## src/rtl/sra_pkg.sv

```systemverilog
package sra_pkg;
    localparam logic [7:0] SYNC_BYTE   = 8'hA5;
    localparam logic [7:0] SPECIAL_CMD = 8'hEA;
    localparam logic [7:0] OP_UNLOCK   = 8'hE5;
    localparam logic [7:0] OP_LOCK     = 8'hDC;
    localparam logic [7:0] OP_CHAN_A   = 8'h5A;
    localparam logic [7:0] OP_CHAN_B   = 8'hA5;
    localparam logic [7:0] OP_SOFT_RST = 8'h96;

    typedef enum logic [2:0] {
        PS_SYNC, PS_CMD, PS_DATA, PS_CHECK, PS_REPLY
    } parse_st_e;

    typedef enum logic [1:0] {
        TX_IDLE, TX_DATA, TX_CK
    } reply_st_e;

    // Payload length in bytes for an address; unmapped addresses use one byte.
    function automatic logic [2:0] frame_bytes(input logic [6:0] addr, input int nregs);
        if (int'(addr) < nregs) return 3'(addr[1:0]) + 3'd1;
        return 3'd1;
    endfunction
endpackage

```

## src/rtl/sra_line_watch.sv

```systemverilog
module sra_line_watch #(
    parameter int STUCK_CYCLES = 457500
) (
    input  logic clk,
    input  logic rst_n,
    input  logic line,
    output logic timeout
);
    localparam int CW = $clog2(STUCK_CYCLES + 1);
    localparam logic [CW-1:0] LIM = CW'(STUCK_CYCLES);

    typedef struct packed {
        logic          line;
        logic [CW-1:0] cnt;
        logic          to;
    } watch_s;

    watch_s q, d;

    always_comb begin
        d      = q;
        d.line = line;
        d.to   = 1'b0;
        if (line != q.line) begin
            d.cnt = '0;
        end else begin
            if (q.cnt != LIM) d.cnt = q.cnt + 1'b1;
            if (q.cnt == LIM - 1'b1) d.to = 1'b1;
        end
    end

    always_ff @(posedge clk or negedge rst_n) begin
        if (!rst_n) begin
            q.line <= 1'b1;
            q.cnt  <= '0;
            q.to   <= 1'b0;
        end else begin
            q <= d;
        end
    end

    assign timeout = q.to;

    p_single_pulse_r10: assert property (@(posedge clk) disable iff (!rst_n)
        q.to |=> !q.to);
    p_edge_clears_r10: assert property (@(posedge clk) disable iff (!rst_n)
        (line != q.line) |=> !q.to);
endmodule

```

## src/rtl/sra_regfile.sv

```systemverilog
module sra_regfile #(
    parameter int NUM_REGS = 8
) (
    input  logic        clk,
    input  logic        rst_n,
    input  logic        wr_en,
    input  logic [6:0]  wr_addr,
    input  logic [31:0] wr_data,
    input  logic [6:0]  rd_addr,
    output logic [31:0] rd_data
);
    logic [31:0] word [NUM_REGS];

    for (genvar g = 0; g < NUM_REGS; g++) begin : g_reg
        localparam int NB = (g % 4) + 1;
        localparam int W  = 8 * NB;
        logic [W-1:0] r_q;
        always_ff @(posedge clk or negedge rst_n) begin
            if (!rst_n) r_q <= '0;
            else if (wr_en && wr_addr == 7'(g)) r_q <= wr_data[W-1:0];
        end
        assign word[g] = 32'(r_q);
    end

    always_comb begin
        rd_data = '0;
        for (int i = 0; i < NUM_REGS; i++) begin
            if (rd_addr == 7'(i)) rd_data = word[i];
        end
    end
endmodule

```

## src/rtl/sra_reply_tx.sv

```systemverilog
module sra_reply_tx
    import sra_pkg::*;
(
    input  logic        clk,
    input  logic        rst_n,
    input  logic        load,
    input  logic [31:0] load_data,
    input  logic [2:0]  load_nbytes,
    input  logic [7:0]  load_sum,
    output logic        busy,
    input  logic        tx_ready,
    output logic        tx_valid,
    output logic [7:0]  tx_byte
);
    typedef struct packed {
        reply_st_e   ph;
        logic [31:0] sh;
        logic [2:0]  left;
        logic [7:0]  sum;
    } reply_s;

    reply_s q, d;

    assign tx_valid = (q.ph != TX_IDLE);
    assign busy     = tx_valid;
    assign tx_byte  = (q.ph == TX_CK) ? ~q.sum : q.sh[31:24];

    always_comb begin
        d = q;
        if (q.ph == TX_IDLE) begin
            if (load) begin
                d.ph   = TX_DATA;
                d.sh   = load_data << {(3'd4 - load_nbytes), 3'b000};
                d.left = load_nbytes;
                d.sum  = load_sum;
            end
        end else if (tx_ready) begin
            if (q.ph == TX_DATA) begin
                d.sum  = q.sum + q.sh[31:24];
                d.sh   = q.sh << 8;
                d.left = q.left - 3'd1;
                if (q.left == 3'd1) d.ph = TX_CK;
            end else begin
                d.ph = TX_IDLE;
            end
        end
    end

    always_ff @(posedge clk or negedge rst_n) begin
        if (!rst_n) begin
            q.ph   <= TX_IDLE;
            q.sh   <= '0;
            q.left <= '0;
            q.sum  <= '0;
        end else begin
            q <= d;
        end
    end

    p_hold_byte_r11: assert property (@(posedge clk) disable iff (!rst_n)
        (tx_valid && !tx_ready) |=> (tx_valid && $stable(tx_byte)));
endmodule

```

## src/rtl/serial_regacc_slave.sv

```systemverilog
module serial_regacc_slave
    import sra_pkg::*;
#(
    parameter int NUM_REGS     = 8,
    parameter int STUCK_CYCLES = 457500
) (
    input  logic       clk,
    input  logic       rst_n,
    input  logic       rx_line,
    input  logic       rx_valid,
    input  logic [7:0] rx_byte,
    input  logic       tx_ready,
    output logic       tx_valid,
    output logic [7:0] tx_byte,
    output logic       wr_enabled,
    output logic       chan_b,
    output logic       soft_rst_req
);
    typedef struct packed {
        parse_st_e   st;
        logic [7:0]  cmd;
        logic [7:0]  sum;
        logic [31:0] data;
        logic [2:0]  left;
        logic        wr_en;
        logic        chan_b;
        logic        rst_req;
    } parse_s;

    parse_s q, d;

    logic        line_to;
    logic        tx_busy;
    logic        reg_we;
    logic        reply_ld;
    logic [31:0] rd_data;
    logic [2:0]  reply_nb;

    sra_line_watch #(.STUCK_CYCLES(STUCK_CYCLES)) u_watch (
        .clk     (clk),
        .rst_n   (rst_n),
        .line    (rx_line),
        .timeout (line_to)
    );

    sra_regfile #(.NUM_REGS(NUM_REGS)) u_regs (
        .clk     (clk),
        .rst_n   (rst_n),
        .wr_en   (reg_we),
        .wr_addr (q.cmd[6:0]),
        .wr_data (q.data),
        .rd_addr (rx_byte[6:0]),
        .rd_data (rd_data)
    );

    assign reply_nb = frame_bytes(rx_byte[6:0], NUM_REGS);

    sra_reply_tx u_reply (
        .clk         (clk),
        .rst_n       (rst_n),
        .load        (reply_ld),
        .load_data   (rd_data),
        .load_nbytes (reply_nb),
        .load_sum    (q.sum + rx_byte),
        .busy        (tx_busy),
        .tx_ready    (tx_ready),
        .tx_valid    (tx_valid),
        .tx_byte     (tx_byte)
    );

    always_comb begin
        d         = q;
        d.rst_req = 1'b0;
        reg_we    = 1'b0;
        reply_ld  = 1'b0;
        if (line_to && q.st != PS_REPLY) begin
            d.st = PS_SYNC;
        end else begin
            case (q.st)
                PS_SYNC: begin
                    if (rx_valid && rx_byte == SYNC_BYTE) begin
                        d.st  = PS_CMD;
                        d.sum = SYNC_BYTE;
                    end
                end
                PS_CMD: begin
                    if (rx_valid) begin
                        d.cmd  = rx_byte;
                        d.sum  = q.sum + rx_byte;
                        d.data = '0;
                        if (rx_byte == SPECIAL_CMD) begin
                            d.left = 3'd1;
                            d.st   = PS_DATA;
                        end else if (rx_byte[7]) begin
                            d.left = reply_nb;
                            d.st   = PS_DATA;
                        end else begin
                            reply_ld = 1'b1;
                            d.st     = PS_REPLY;
                        end
                    end
                end
                PS_DATA: begin
                    if (rx_valid) begin
                        d.data = {q.data[23:0], rx_byte};
                        d.sum  = q.sum + rx_byte;
                        d.left = q.left - 3'd1;
                        if (q.left == 3'd1) d.st = PS_CHECK;
                    end
                end
                PS_CHECK: begin
                    if (rx_valid) begin
                        d.st = PS_SYNC;
                        if (rx_byte == ~q.sum) begin
                            if (q.cmd == SPECIAL_CMD) begin
                                case (q.data[7:0])
                                    OP_UNLOCK:   d.wr_en   = 1'b1;
                                    OP_LOCK:     d.wr_en   = 1'b0;
                                    OP_CHAN_A:   d.chan_b  = 1'b0;
                                    OP_CHAN_B:   d.chan_b  = 1'b1;
                                    OP_SOFT_RST: d.rst_req = 1'b1;
                                    default: ;
                                endcase
                            end else begin
                                reg_we = q.wr_en;
                            end
                        end
                    end
                end
                PS_REPLY: begin
                    if (!tx_busy) d.st = PS_SYNC;
                end
                default: d.st = PS_SYNC;
            endcase
        end
    end

    always_ff @(posedge clk or negedge rst_n) begin
        if (!rst_n) begin
            q.st      <= PS_SYNC;
            q.cmd     <= '0;
            q.sum     <= '0;
            q.data    <= '0;
            q.left    <= '0;
            q.wr_en   <= 1'b0;
            q.chan_b  <= 1'b0;
            q.rst_req <= 1'b0;
        end else begin
            q <= d;
        end
    end

    assign wr_enabled   = q.wr_en;
    assign chan_b       = q.chan_b;
    assign soft_rst_req = q.rst_req;

    p_resync_r10: assert property (@(posedge clk) disable iff (!rst_n)
        (line_to && q.st != PS_REPLY) |=> (q.st == PS_SYNC));
    p_rst_pulse_r9: assert property (@(posedge clk) disable iff (!rst_n)
        q.rst_req |=> !q.rst_req);
    p_bad_ck_keeps_r6: assert property (@(posedge clk) disable iff (!rst_n)
        (q.st == PS_CHECK && rx_valid && rx_byte != ~q.sum)
        |=> ($stable(q.wr_en) && $stable(q.chan_b) && !q.rst_req));
    p_reply_no_write_r2: assert property (@(posedge clk) disable iff (!rst_n)
        (q.st == PS_REPLY) |-> !reg_we);
endmodule

```

## config.mk

```make
export PLATFORM = sky130hd
export DESIGN_NAME = serial_regacc_slave
export DESIGN_NICKNAME = d
export VERILOG_FILES = /design/src/rtl/sra_pkg.sv /design/src/rtl/sra_line_watch.sv /design/src/rtl/sra_regfile.sv /design/src/rtl/sra_reply_tx.sv /design/src/rtl/serial_regacc_slave.sv
export SDC_FILE = /design/constraint.sdc
export NUM_CORES = 1
export LEC_CHECK = 0
export ABC_AREA = 1
export ABC_CLOCK_PERIOD_IN_PS = 2400
export BUFFER_PORTS_ARGS = -buffer_cell sky130_fd_sc_hd__buf_4
export CORE_MARGIN = 3
export CORE_UTILIZATION = 50
export CTS_BUF_LIST = sky130_fd_sc_hd__clkbuf_8
export DETAILED_ROUTE_END_ITERATION = 8
export PLACE_DENSITY = 0.66
export SYNTH_ARGS = -nofsm -noshare
export SYNTH_HDL_FRONTEND = slang
export SYNTH_SLANG_ARGS = --single-unit
export TNS_END_PERCENT = 10
```

## constraint.sdc

```tcl
create_clock -name clk -period 2.4 [get_ports clk]
set_input_delay 0.48 -clock clk [delete_from_list [all_inputs] [get_ports clk]]
set_output_delay 0.48 -clock clk [all_outputs]
set_load 0.02 [all_outputs]
```

After elaboration in Yosys (flattened, before gate mapping)
Index checks and enable logic that the tools add are counted.
Cells by class
  muxes and demuxes: 56
  shift-type cells: 1
  reductions and logical operators: 31
  $add $sub $neg: 7
  multipliers: 0
  bitwise operators: 3
  $lt $le $gt $ge: 1
  div/mod/pow operators: 0
  equality and inequality tests: 47
Operator list (number)
  $mux 32: 5
  $mux 45: 3
  $mux 43: 2
  $pmux 35 s2: 1
  $eq 7x3->1 const B: 8
  $eq 8x8->1 const B: 7
  $mux 54: 1
  $mux 19: 2
  $mux 3: 12
  $shl 32x6->32: 1
  $eq 7x2->1 const B: 4
  $mux 24: 1
  $mux 8: 3
  $ne 3x3->1 const B: 8
  $pmux 8 s3: 1
  $add 19x1->19 const B: 1
  $eq 19x19->1 const B: 1
  $mux 1: 19
  $ne 19x19->1 const B: 1
  $reduce_and 6->1: 3
  $add 8x8->8: 2
  $mux 16: 1
  $not 8->8: 2
  $pmux 3 s5: 1
  27 further kinds: 56
Storage, ports and cells
  ROM bits: 0
  RAM bits: 0
  register bits: 283
  output and inout port bits: 12
  memories kept: 0
  latch bits: 0
  input bits: 13

Longest topological paths before layout
  word-level depth: 12
  mapped depth: 17
  mapped depth without buffers: 17

Cells and area by module
Synthesis repeated with hierarchy kept, for this count alone.
Second synthesis, totals
  cell total of the unflattened synthesis: 1808
  area, all modules: 14269.9 µm²
Modules (own cells, without submodules)
  sra_regfile: area an instance 6952.9 µm², times used 1, sequential area each 4003.8 µm², cells each 836
  serial_regacc_slave: area an instance 3006.6 µm², times used 1, sequential area each 1426.4 µm², cells each 369
  sra_reply_tx: area an instance 2997.9 µm², times used 1, sequential area each 1126.1 µm², cells each 419
  sra_line_watch: area an instance 1312.5 µm², times used 1, sequential area each 526.8 µm², cells each 184

Worst setup path before layout
Ideal clock, no wire load.
  path type: input -> register
  start: input rx_byte[6]
  end: register u_reply.q[19] (netlist bit)
  cell stages on the path: 16
  data required time: 2.336 ns
  data arrival time: 2.541 ns
  slack: -0.205 ns
  cell sequence: nor2_1 nand2_2 inv_2 nand2_1 nor2_1 clkbuf_1 ha_1 nor2_1 nor2_4 inv_2 nor2_4 inv_2 nor2_4 inv_2 a21oi_1 or2_1
On the way
  word-level cells in the longest chain between the ends: 12
  elaborated cells on any way between the ends: 30
  classes of those cells: 1 x add/sub; 1 x order compare; 9 x eq/ne; 1 x shift; 16 x mux; 2 x reduce/logical
Ends and longest elaborated chain
  start: declaration: line serial_regacc_slave.sv:11  | input logic [7:0] rx_byte,
  branches (longest 12 deep; another with $lt 7x4->1)
  end: declaration: line sra_reply_tx.sv:22  | reply_s q, d;
Several ways; the timed one is not identified. The select of a mux whose other input is x is not followed.
A chain may end at the register's enable or synchronous reset.

Worst setup path after layout
  start: register q[40] (netlist bit)
  end: register u_regs.g_reg[3].r_q[24]
On the way
  word-level cells in the longest chain between the ends: 7
Ends and longest elaborated chain
  start: declaration: line serial_regacc_slave.sv:30  | parse_s q, d;
  $not 8->8: line serial_regacc_slave.sv:114  | if (rx_byte == ~q.sum) begin
  $eq 8x8->1: line serial_regacc_slave.sv:114
  $mux 1: line serial_regacc_slave.sv:114
  $mux 1: line serial_regacc_slave.sv:112  | if (rx_valid) begin
  $mux 1: line serial_regacc_slave.sv:79  | case (q.st)
  $mux 1: line serial_regacc_slave.sv:76  | if (line_to && q.st != PS_REPLY) begin
  $logic_and 1x1->1: line sra_regfile.sv:20  | else if (wr_en && wr_addr == 7'(g)) r_q <= wr_data[W-1:0];
  end signal: assignment: line sra_regfile.sv:20
  end: declaration: line sra_regfile.sv:17  | logic [W-1:0] r_q;
Every way passes these cells.

==> impl_metrics.env <==
export IMPL_fin_crit_ps=2410
export IMPL_busiest_layer="met2"
export IMPL_rows=61
export IMPL_wire_per_inst_um=17.6
export IMPL_use_met2=0.425
export IMPL_cts_max_path_buffers=3
export IMPL_synth_edf_count=0
export IMPL_fmax_mhz=416
export IMPL_cap_violations=0
export IMPL_ys_warn_count=0
export IMPL_ant_nets=0
export IMPL_dieArea_um2=31300
export IMPL_core_region_area_um2=28300
export IMPL_cts_htree_levels=2
export IMPL_drv_slew=0
export IMPL_ys_top_cells_by_area="dfrtp_1, nand2_1, inv_1"
export IMPL_hold_class="in2reg"
export IMPL_hold_worst_slack_ps=41.4
export IMPL_setup_viol=3
export IMPL_antennaDiodeCount=0
export IMPL_hpwl_um=28600
export IMPL_drc_errors=0
export IMPL_cts_root_buf="clkbuf_8"
export IMPL_rsz0062_at_grt="yes"
export IMPL_end_kind="register"
export IMPL_final_cell_mix="nand2_1, dfrtp_1, inv_1"
export IMPL_cts_sink_count=283
export IMPL_yosys_area_top_type="dfrtp_1"
export IMPL_use_met1=0.362
export IMPL_use_met3=0.0450
export IMPL_ys_types=47
export IMPL_globalRoute_totalOverflow=0
export IMPL_drive_above_1_share=0.173
export IMPL_slew_headroom=0.584
export IMPL_synth_top_area_frac=0.483
export IMPL_max_stage_delay_ps=420
export IMPL_post_route_period_util=1.00
export IMPL_cellLeakagePower_nw=9.06
export IMPL_synthToLayoutAreaGrowth_pct=19.7
export IMPL_antenna_found_initial=0
export IMPL_ys_async_sr_fraction=1.00
export IMPL_p_per_area_nw_per_um2=863
export IMPL_layout_commonest_cell="nand2_1"
export IMPL_finalWorstSetupSlack_ps=-6.11
export IMPL_drt_pass1_iter_count=7
export IMPL_crit_fanout=8
export IMPL_status="finished with violations"
export IMPL_cp_slowest_cell="dfrtp_1"
export IMPL_die_w_um=177
export IMPL_grt_max_degree=65
export IMPL_startpoint_type="register"
export IMPL_initial_core_util=0.516
export IMPL_r2r_setup_slack_ps=-6
export IMPL_cts_buffers=49
export IMPL_yosys_register_bits=283
export IMPL_clock_latency_ps=570
export IMPL_cpMostUsedCell="nand2_1"
export IMPL_synth_seq_area_share=0.485
export IMPL_dieHeight_um=177
export IMPL_synthCells=1814
export IMPL_final_area_um2=17500
export IMPL_synth_top_flop_cell="dfrtp_1"
export IMPL_critPathRequiredTime_ps=2850
export IMPL_fin_util=0.617
export IMPL_grt_usage=0.264
export IMPL_gp_congestion=0.925
export IMPL_max_slew_worst_pin_slew_ps=624
export IMPL_hold_viol=0
export IMPL_clk_pin_slew_ps=60
export IMPL_drt_initial_drc_count=924
export IMPL_peakVddDrop_mv=0.494
export IMPL_crit_chain="ha_4 > inv_2 > nor4_2 > nand2_1 > nor4_4 > nand3_2 > nor3_4 > nand3_4 > buf_4 > clkbuf_16 > nand2_1 > o21ai_2"
export IMPL_critPathArrivalTime_ps=2860
export IMPL_cts_tree="yes"
export IMPL_fin_setup_tns_ps=-8.05
export IMPL_postSynthAreaPerCell_um2=8.05
export IMPL_nets=1988
export IMPL_finClkSkew_ps=18.5
export IMPL_timing_worst_setup_path_type="reg2reg"
export IMPL_grt_first_pass_wirelength_um=65700
export IMPL_drt_total_wl_um=41700
export IMPL_violations="negative setup slack"
export IMPL_vias_per_cell=5.39
export IMPL_dpl_instance_area_um2=16100
export IMPL_syn_nets=1854
export IMPL_grt_pass1_vias=12500
export IMPL_portBuffers=24
export IMPL_io_pins=25
export IMPL_route_vias_total=12700
export IMPL_syn_cell_area_um2=14600
[cells by family after synthesis]
logic type / synth area share
AND/OR/NAND/NOR: 0.205
adder cells (fa/ha/maj): 0.0242
XOR/XNOR: 0.00420
buffers and inverters: 0.0973
multiplexers: 0.0322
AO/OA/AOI/OAI: 0.152
flip-flops: 0.485
[critical path: cells and delay by family (launching register included)]
| kind | cells | cell delay [ps] |
|---|---|---|
| fa+ha+maj | 1 | 290 |
| flops | 1 | 420 |
| buf+inv | 3 | 390 |
| simple gates | 7 | 1140 |
| compound gates | 1 | 50 |
[power by group]
group	switching, W	internal (W)	total, W
Clock	0.00199	0.00273	0.00473
Combinational	0.00281	0.00173	0.00454
Sequential	0.000563	0.00526	0.00582
Total	0.00537	0.00972	0.0151
[worst paths after layout]
| kind | from | to | depth (start not counted) |
|---|---|---|---|
| hold / removal | rx_line | u_watch.q[20]$_DFF_PN1_ | 1 |
| setup reg to reg | q[40]$_DFFE_PN0P_ | u_regs.g_reg[3].r_q[24]$_DFFE_PN0P_ | 12 |
| min in group asynchronous | rst_n | u_regs.g_reg[5].r_q[2]$_DFFE_PN0P_ | 2 |
| hold reg to reg | u_regs.g_reg[3].r_q[28]$_DFFE_PN0P_ | u_regs.g_reg[3].r_q[28]$_DFFE_PN0P_ | 2 |
| max in group asynchronous | rst_n | q[26]$_DFFE_PN0P_ | 4 |
| setup / recovery | q[40]$_DFFE_PN0P_ | u_regs.g_reg[3].r_q[24]$_DFFE_PN0P_ | 12 |
[routing by layer]
metal	routed length [um]	part of all wire
met2	19200	0.46
met4	1460	0.035
met3	2450	0.059
met5	0	0
met1	18500	0.44
[registers in the layout, summed over array words and instances (netlist names)]
register	flops
soft_rst_req	1
u_regs.g.r_q	160
u_reply.q	45
q	54
u_watch.q	20
wr_enabled	1
u_watch.timeout	1
chan_b	1
[cells in the mapped netlist (3+ instances only)]
cell type    n
nand2_1    428
dfrtp_1    282
inv_1      265
o21ai_0    146
a21oi_1    137
nand3_1    119
nor2_1      75
mux2i_1     47
o21ai_1     45
clkbuf_1    40
o21ai_2     32
buf_2       30
ha_1        25
nor3_1      17
nand4_1     15
o22ai_1     14
a31oi_1     11
nor4_1      11
inv_2        9
o211ai_1     8
buf_6        6
nor2_2       5
xnor2_1      5
a22o_1       3
a2bb2oi_1    3
nand3_2      3
nor2_4       3
nor3_2       3
[what timing repair did]
item | 4_1_cts | 5_1_grt
endpoints found under the hold margin | 43 | 0
setup buffers | 0 | 4
cloned | 0 | 4
hold buffers | 1 | 0
setup endpoints to repair | 1 | 127
gates resized for setup | 1 | 55
pin swaps | 0 | 2
[stage by stage]
stage	instances	setup WS [ps]	power [W]
2_1_floorplan	1814	38.4	0.00845
3_3_place_gp	2266	-231	0.0102
3_5_place_dp	2266	-239	0.0103
4_1_cts	2356	12.1	0.0150
5_1_grt	2364	-126	0.0160
6_report	2364	-6.11	0.0151
[final cells by class]
type / instances / area, um^2
fill: 2500 / 10800
sequential: 283 / 7080
multi-input combinational: 1177 / 6280
timing repair buffer: 162 / 1540
inverter: 275 / 1030
clock buffer: 65 / 895
tap: 378 / 473
clock inverter: 24 / 181
Note: power is estimated with default switching activity, not from simulation.
